--- config.mk ---
export PLATFORM = sky130hd
export DESIGN_NAME = dual_dac_latch_port
export DESIGN_NICKNAME = d
export VERILOG_FILES = /design/src/rtl/dlp_pkg.sv /design/src/rtl/dlp_sync.sv /design/src/rtl/dlp_mode_dec.sv /design/src/rtl/dlp_chan_reg.sv /design/src/rtl/dlp_timing_mon.sv /design/src/rtl/dual_dac_latch_port.sv
export SDC_FILE = /design/constraint.sdc
export NUM_CORES = 1
export LEC_CHECK = 0
export BUFFER_PORTS_ARGS = -buffer_cell sky130_fd_sc_hd__buf_2
export CORE_ASPECT_RATIO = 0.75
export CORE_MARGIN = 5
export CORE_UTILIZATION = 54
export CTS_CLUSTER_DIAMETER = 40
export CTS_CLUSTER_SIZE = 25
export DETAILED_ROUTE_END_ITERATION = 7
export PLACE_DENSITY = 0.83
export SLEW_MARGIN = 25
export SYNTH_ARGS = -nofsm -noshare
export SYNTH_HDL_FRONTEND = slang
export SYNTH_SLANG_ARGS = --single-unit
--- constraint.sdc ---
create_clock -name clk -period 1.8 [get_ports clk]
set_clock_uncertainty 0.1 [all_clocks]
set_input_delay 0.36 -clock clk [delete_from_list [all_inputs] [get_ports clk]]
set_output_delay 0.36 -clock clk [all_outputs]
set_load 0.005 [all_outputs]
--- src/rtl/dlp_pkg.sv ---
package dlp_pkg;
    // Channel index carried on the select line.
    typedef enum logic {
        CH_A = 1'b0,
        CH_B = 1'b1
    } chan_sel_e;

    localparam int NUM_CH = 2;
endpackage

--- src/rtl/dlp_sync.sv ---
// Multi-stage synchronizer for a bundle of asynchronous inputs; all bits
// see the same delay so their relative timing is preserved.
module dlp_sync #(
    parameter int             W       = 1,
    parameter int             STAGES  = 2,
    parameter logic [W-1:0]   RST_VAL = '0
) (
    input  logic         clk,
    input  logic         rst_n,
    input  logic [W-1:0] d_i,
    output logic [W-1:0] q_o
);
    logic [STAGES-1:0][W-1:0] chain_d, chain_q;

    always_comb begin
        chain_d = {chain_q[STAGES-2:0], d_i};
    end

    always_ff @(posedge clk or negedge rst_n) begin
        if (!rst_n) begin
            chain_q <= {STAGES{RST_VAL}};
        end else begin
            chain_q <= chain_d;
        end
    end

    assign q_o = chain_q[STAGES-1];
endmodule

--- src/rtl/dlp_mode_dec.sv ---
// Decodes the synchronized strobes into the write window and one
// write enable per channel.
module dlp_mode_dec #(
    parameter int NUM_CH = 2
) (
    input  logic              sel_i,
    input  logic              cs_n_i,
    input  logic              wr_n_i,
    output logic              wmode_o,
    output logic [NUM_CH-1:0] we_o
);
    always_comb begin
        wmode_o = !cs_n_i && !wr_n_i;
        for (int c = 0; c < NUM_CH; c++) begin
            we_o[c] = wmode_o && (int'(sel_i) == c);
        end
    end
endmodule

--- src/rtl/dlp_chan_reg.sv ---
// One channel code register: transparent while enabled, holding otherwise.
module dlp_chan_reg #(
    parameter int W = 8
) (
    input  logic         clk,
    input  logic         rst_n,
    input  logic         we_i,
    input  logic [W-1:0] din_i,
    output logic [W-1:0] code_o,
    output logic         upd_o
);
    typedef struct packed {
        logic [W-1:0] code;
        logic         upd;
    } reg_st_t;

    reg_st_t st_d, st_q;

    always_comb begin
        st_d     = st_q;
        st_d.upd = 1'b0;
        if (we_i) begin
            st_d.code = din_i;
            st_d.upd  = (din_i != st_q.code);
        end
    end

    always_ff @(posedge clk or negedge rst_n) begin
        if (!rst_n) begin
            st_q <= '0;
        end else begin
            st_q <= st_d;
        end
    end

    assign code_o = st_q.code;
    assign upd_o  = st_q.upd;

    // an enabled channel shows the bus value of the previous cycle.
    p_follow_bus_r2: assert property (@(posedge clk) disable iff (!rst_n)
        we_i |=> (code_o == $past(din_i)));

    // without an enable the code does not move.
    p_idle_hold_r4: assert property (@(posedge clk) disable iff (!rst_n)
        !we_i |=> $stable(code_o));

    // an update pulse always accompanies a real change of the code.
    p_pulse_on_change_r7: assert property (@(posedge clk) disable iff (!rst_n)
        upd_o |-> (code_o != $past(code_o)));
endmodule

--- src/rtl/dlp_timing_mon.sv ---
// Measures setup, hold and write-window length on the synchronized bus.
module dlp_timing_mon #(
    parameter int W         = 8,
    parameter int SETUP_CYC = 3,
    parameter int HOLD_CYC  = 1,
    parameter int WIDTH_CYC = 3
) (
    input  logic         clk,
    input  logic         rst_n,
    input  logic         clr_i,
    input  logic         sel_i,
    input  logic         cs_n_i,
    input  logic [W-1:0] data_i,
    input  logic         wmode_i,
    output logic         err_setup_o,
    output logic         err_hold_o,
    output logic         err_width_o
);
    localparam int LIM   = ((SETUP_CYC > WIDTH_CYC) ? SETUP_CYC : WIDTH_CYC) + 1;
    localparam int CNT_W = $clog2(LIM + 1);
    localparam int HW    = (HOLD_CYC > 1) ? $clog2(HOLD_CYC) : 1;

    localparam logic [CNT_W-1:0] CNT_MAX = '1;
    localparam logic [CNT_W-1:0] SETUP_L = CNT_W'(SETUP_CYC);
    localparam logic [CNT_W-1:0] WIDTH_L = CNT_W'(WIDTH_CYC);
    localparam logic [HW-1:0]    HOLD_L  = HW'(HOLD_CYC - 1);

    typedef struct packed {
        logic             prev_sel;
        logic             prev_cs_n;
        logic [W-1:0]     prev_data;
        logic [CNT_W-1:0] run_sel;
        logic [CNT_W-1:0] run_cs;
        logic [CNT_W-1:0] run_data;
        logic [CNT_W-1:0] wlen;
        logic             wmode_prev;
        logic [HW-1:0]    hold_cnt;
        logic             hold_cs;
        logic             err_setup;
        logic             err_hold;
        logic             err_width;
    } mon_st_t;

    mon_st_t st_d, st_q;

    function automatic logic [CNT_W-1:0] sat_inc(input logic [CNT_W-1:0] v);
        return (v == CNT_MAX) ? v : v + 1'b1;
    endfunction

    logic sel_chg, cs_chg, data_chg;
    logic end_ev, in_hold, hold_cs_act;
    logic setup_bad, hold_bad, width_bad;

    always_comb begin
        st_d = st_q;

        sel_chg  = (sel_i  != st_q.prev_sel);
        cs_chg   = (cs_n_i != st_q.prev_cs_n);
        data_chg = (data_i != st_q.prev_data);

        st_d.prev_sel  = sel_i;
        st_d.prev_cs_n = cs_n_i;
        st_d.prev_data = data_i;

        st_d.run_sel  = sel_chg  ? CNT_W'(1) : sat_inc(st_q.run_sel);
        st_d.run_cs   = cs_chg   ? CNT_W'(1) : sat_inc(st_q.run_cs);
        st_d.run_data = data_chg ? CNT_W'(1) : sat_inc(st_q.run_data);

        st_d.wlen       = wmode_i ? sat_inc(st_q.wlen) : '0;
        st_d.wmode_prev = wmode_i;

        // Closing edge: first cycle after the window.
        end_ev      = st_q.wmode_prev && !wmode_i;
        in_hold     = end_ev || (st_q.hold_cnt != '0);
        hold_cs_act = end_ev ? !cs_n_i : st_q.hold_cs;

        if (end_ev) begin
            st_d.hold_cnt = HOLD_L;
        end else if (st_q.hold_cnt != '0) begin
            st_d.hold_cnt = st_q.hold_cnt - 1'b1;
        end else begin
            st_d.hold_cnt = '0;
        end
        st_d.hold_cs = hold_cs_act;

        setup_bad = end_ev && ((st_q.run_sel  < SETUP_L) ||
                               (st_q.run_cs   < SETUP_L) ||
                               (st_q.run_data < SETUP_L));
        hold_bad  = in_hold && (sel_chg || (hold_cs_act && cs_chg));
        width_bad = end_ev && (st_q.wlen < WIDTH_L);

        if (clr_i) begin
            st_d.err_setup = 1'b0;
            st_d.err_hold  = 1'b0;
            st_d.err_width = 1'b0;
        end
        st_d.err_setup = st_d.err_setup | setup_bad;
        st_d.err_hold  = st_d.err_hold  | hold_bad;
        st_d.err_width = st_d.err_width | width_bad;
    end

    always_ff @(posedge clk or negedge rst_n) begin
        if (!rst_n) begin
            st_q           <= '0;
            st_q.prev_cs_n <= 1'b1;
        end else begin
            st_q <= st_d;
        end
    end

    assign err_setup_o = st_q.err_setup;
    assign err_hold_o  = st_q.err_hold;
    assign err_width_o = st_q.err_width;

    // flags are sticky until cleared.
    p_setup_sticky_r11: assert property (@(posedge clk) disable iff (!rst_n)
        (err_setup_o && !clr_i) |=> err_setup_o);
    p_hold_sticky_r11: assert property (@(posedge clk) disable iff (!rst_n)
        (err_hold_o && !clr_i) |=> err_hold_o);
    p_width_sticky_r11: assert property (@(posedge clk) disable iff (!rst_n)
        (err_width_o && !clr_i) |=> err_width_o);

    // a window that stays open past the limit never raises width error.
    p_long_window_ok_r10: assert property (@(posedge clk) disable iff (!rst_n)
        (!err_width_o && !wmode_i && $past(wmode_i) && (st_q.wlen >= WIDTH_L))
        |=> !err_width_o);
endmodule

--- src/rtl/dual_dac_latch_port.sv ---
module dual_dac_latch_port #(
    parameter int DATA_W      = 8,
    parameter int SYNC_STAGES = 2,
    parameter int SETUP_CYC   = 3,
    parameter int HOLD_CYC    = 1,
    parameter int WIDTH_CYC   = 3
) (
    input  logic              clk,
    input  logic              rst_n,
    input  logic              sel_i,
    input  logic              cs_n_i,
    input  logic              wr_n_i,
    input  logic [DATA_W-1:0] data_i,
    input  logic              clr_i,
    output logic [DATA_W-1:0] code_a_o,
    output logic [DATA_W-1:0] code_b_o,
    output logic              upd_a_o,
    output logic              upd_b_o,
    output logic              err_setup_o,
    output logic              err_hold_o,
    output logic              err_width_o
);
    import dlp_pkg::*;

    localparam int BW = DATA_W + 3;
    localparam logic [BW-1:0] BUS_RST = {1'b0, 1'b1, 1'b1, {DATA_W{1'b0}}};

    logic [BW-1:0]     bus_raw, bus_s;
    logic              sel_s, cs_n_s, wr_n_s;
    logic [DATA_W-1:0] data_s;
    logic              wmode;
    logic [NUM_CH-1:0] we;

    logic [NUM_CH-1:0][DATA_W-1:0] code_arr;
    logic [NUM_CH-1:0]             upd_arr;

    assign bus_raw = {sel_i, cs_n_i, wr_n_i, data_i};

    dlp_sync #(
        .W       (BW),
        .STAGES  (SYNC_STAGES),
        .RST_VAL (BUS_RST)
    ) u_sync (
        .clk   (clk),
        .rst_n (rst_n),
        .d_i   (bus_raw),
        .q_o   (bus_s)
    );

    assign {sel_s, cs_n_s, wr_n_s, data_s} = bus_s;

    dlp_mode_dec #(
        .NUM_CH (NUM_CH)
    ) u_dec (
        .sel_i   (sel_s),
        .cs_n_i  (cs_n_s),
        .wr_n_i  (wr_n_s),
        .wmode_o (wmode),
        .we_o    (we)
    );

    for (genvar ch = 0; ch < NUM_CH; ch++) begin : g_chan
        dlp_chan_reg #(
            .W (DATA_W)
        ) u_reg (
            .clk    (clk),
            .rst_n  (rst_n),
            .we_i   (we[ch]),
            .din_i  (data_s),
            .code_o (code_arr[ch]),
            .upd_o  (upd_arr[ch])
        );
    end

    assign code_a_o = code_arr[CH_A];
    assign code_b_o = code_arr[CH_B];
    assign upd_a_o  = upd_arr[CH_A];
    assign upd_b_o  = upd_arr[CH_B];

    dlp_timing_mon #(
        .W         (DATA_W),
        .SETUP_CYC (SETUP_CYC),
        .HOLD_CYC  (HOLD_CYC),
        .WIDTH_CYC (WIDTH_CYC)
    ) u_mon (
        .clk         (clk),
        .rst_n       (rst_n),
        .clr_i       (clr_i),
        .sel_i       (sel_s),
        .cs_n_i      (cs_n_s),
        .data_i      (data_s),
        .wmode_i     (wmode),
        .err_setup_o (err_setup_o),
        .err_hold_o  (err_hold_o),
        .err_width_o (err_width_o)
    );

    // the two channels are never written in the same cycle.
    p_single_writer_r3: assert property (@(posedge clk) disable iff (!rst_n)
        !(upd_a_o && upd_b_o));
endmodule

==> impl_metrics.ini <==
[sta]
maxSlewHeadroom = 0.647
fmax_mhz = 618
holdWs_ns = 0.0265
setup_viol = 0
max_slew.worst_pin.slew_ns = 0.530
min_period_over_period = 0.899
final_max_slew_viol_count = 0
fin_crit_ns = 1.62
hold_viol_final = 0
tns_ns = 0
rsz0062_at_grt = false

[critical_path]
cp_top_family = flip-flops
path_depth = 3
r2r-end = g_chan[1].u_reg.code_o[1]
worstPathArrival_ns = 1.73
criticalPathCategory = reg2reg
path_max_fanout = 9
crit_chain = nor2_2, and2_1, mux2_4
max_stage_delay_ns = 0.65
worstSetupEndpointType = register
r2r_cells = 3
cp.required_ns = 1.91
r2r_start = u_sync.q_o[9]
cp-start-kind = register
crit_slowest_cell = dfstp_2
r2r_slack_ns = 0.18
critPathBufInv = 0

[yosys]
postSynthAreaPerCell_um2 = 15.2
synth_top_area_frac = 0.601
yosys.area.top_type = dfrtp_1
synth-async-reset-ratio = 1.00
yosysMostFrequentCell = dfrtp_1
synth_commonest_cells = dfrtp_1 (61), xor2_1 (21), xnor2_1 (9)
synth.distinct_cells = 27
synthFlopType = dfrtp_1
syn_nets = 189
postSynthCellCount = 167
ys_top_cells_by_area = dfrtp_1 (60%), xor2_1 (7.2%), dfstp_2 (5.2%), mux2_4 (4.7%), ha_1 (3.9%)
yosysWarnings = 0
synth-seq-area-share = 0.652
ys_ff_latch = 66
netlist_area_um2 = 2540
synth_edf_count = 0

[detailed_routing]
drt-wirelength-per-cell_um = 14.4
via_per_inst = 4.93
firstDrtPassIters = 4
drt_iter0_drc = 47
wirelength_mm = 3.95
vias = 1356
drc_errors = 0
drtAntennaViolNets = 0

[die]
rows = 21
die_area_um2 = 6190
coreArea_um2 = 4520
ios = 35
die_y_um = 69.4
die_x_um = 89.2
initial_core_util = 0.562

[clocking]
clkSinkCount = 66
cts_setup_buffers = 0
path_clk_slew_ns = 0.06
cts_root_buffer = clkbuf_8
cts_buffers = 9
h-tree-depth = 3
worstSkewPairLatency_ns = 0.33
cts_tree = done
clk_path_buf_depth = 2

[cells_and_area]
finalNetCount = 235
area_delta_synth_final_pct = 18.4
diodes = 0
final_layout_size_suffix_gt1_frac = 0.330
final_cells = 275
num-fill-cells = 312

[power]
swShare = 0.252
power_leakage_nw = 1.40
p_sw_uw = 893
peakVddDrop_mv = 0.920
clockPowerShare = 0.348
p_int_mw = 2.65
p_comb_frac = 0.141
p_total_mw = 3.54
seq_power_share = 0.511
powerDensity_nw_per_um2 = 1180

[global_routing]
grt_overflow_total = 0
grt_max_degree = 31
grt_pass1_vias = 1389
grt_antenna_before_repair = 0
track_usage = 0.146
grt_pass1_wl_mm = 6.75

[status]
status = finished clean

[job]
cap_viol_max_count = 0

[placed_design]
routabilityCongestion = 0.756
io_buffers = 34
dp_cells = 258
place_hpwl_mm = 2.93

[min_path]
hold_end = u_sync.chain_d[20]
hold_path_class = in2reg
holdPathStages = 1
min_from = cs_n_i
[kinds of logic (layout without fill, tap and decap cells)]
kind of cell | Yosys count | count (layout) | synth area share
fa+ha+maj | 8 | 8 | 0.0394
mux | 24 | 24 | 0.114
flops | 66 | 66 | 0.652
simple gates | 22 | 22 | 0.0512
compound gates | 11 | 11 | 0.0261
xor+xnor | 30 | 30 | 0.103
buf+inv | 6 | 57 | 0.0133
[per-stage QoR]
step,util,setup slack [ns],instance area (um^2)
final,0.666,0.181,3010
after CTS,0.666,0.173,3010
after floorplan,-,0.296,2540
after global placement,0.618,0.211,2790
after detailed placement,0.618,0.181,2790
after global routing,0.666,0.115,3010
[layer usage]
layer | part of all wire | GRT usage
met4 | 0.010 | 0.0545
met1 | 0.47 | 0.197
met5 | 0 | 0
met2 | 0.47 | 0.209
met3 | 0.056 | 0.0641
[cell usage in the layout (no fill, tap or decap), types with 2 or more instances in the layout]
cell and instances:
a21boi_0 2, nor2_1 4, ha_1 8, dfstp_2 5, nand2b_1 2, inv_1 4
mux2_1 2, buf_2 34, xor2_1 21, mux2_2 6, xnor2_1 9, nor3_1 6
mux2i_1 8, dfrtp_1 61, nor4_1 4, clkbuf_8 11, a21oi_1 4, mux2_4 8
nand4_1 2, o22ai_1 2
[power groups by stage]
stage	registers, mW	logic (mW)	clock network [mW]
6_report	1.81	0.501	1.23
5_1_grt	1.84	0.569	1.34
4_1_cts	1.81	0.515	1.27
3_5_place_dp	1.84	0.507	0
3_3_place_gp	1.83	0.481	0
2_1_floorplan	1.81	0.316	0
[area by class of cell]
type	count	area, um^2	share of cell area
inverters	4	15.0	0.00499
clock inverters	4	51.3	0.0171
flip-flops and latches	66	1660	0.551
repair buffers	37	208	0.0691
clock buffers	12	155	0.0516
multi-input cells	95	850	0.282
well taps	57	71.3	0.0237
[state kept, by name, summed over array words and instances (netlist names)]
name                 count
g_chan.u_reg.code_o     16
g_chan.u_reg.upd_o       2
u_mon.err_hold_o         1
u_mon.err_setup_o        1
u_mon.err_width_o        1
u_mon.st_q              23
u_sync.chain_d          11
u_sync.q_o              11
[how the worst max path moves through the flow]
stage / from / end / slack, ns
floorplan: u_sync.q_o[9] / g_chan[1].u_reg.code_o[0] / 0.30
global placement: u_sync.q_o[9] / g_chan[1].u_reg.code_o[5] / 0.21
detailed placement: u_sync.q_o[9] / g_chan[1].u_reg.code_o[1] / 0.18
CTS: u_sync.q_o[9] / g_chan[1].u_reg.code_o[1] / 0.17
global route: u_sync.q_o[9] / g_chan[1].u_reg.code_o[1] / 0.12
finish: u_sync.q_o[9] / g_chan[1].u_reg.code_o[1] / 0.18
[timing repair]
item / in CTS / in global routing
hold buffers: 1 / 0
gates resized for setup: 0 / 0
endpoints found under the hold margin: 14 / 0
Note: power is estimated with default switching activity, not from simulation.
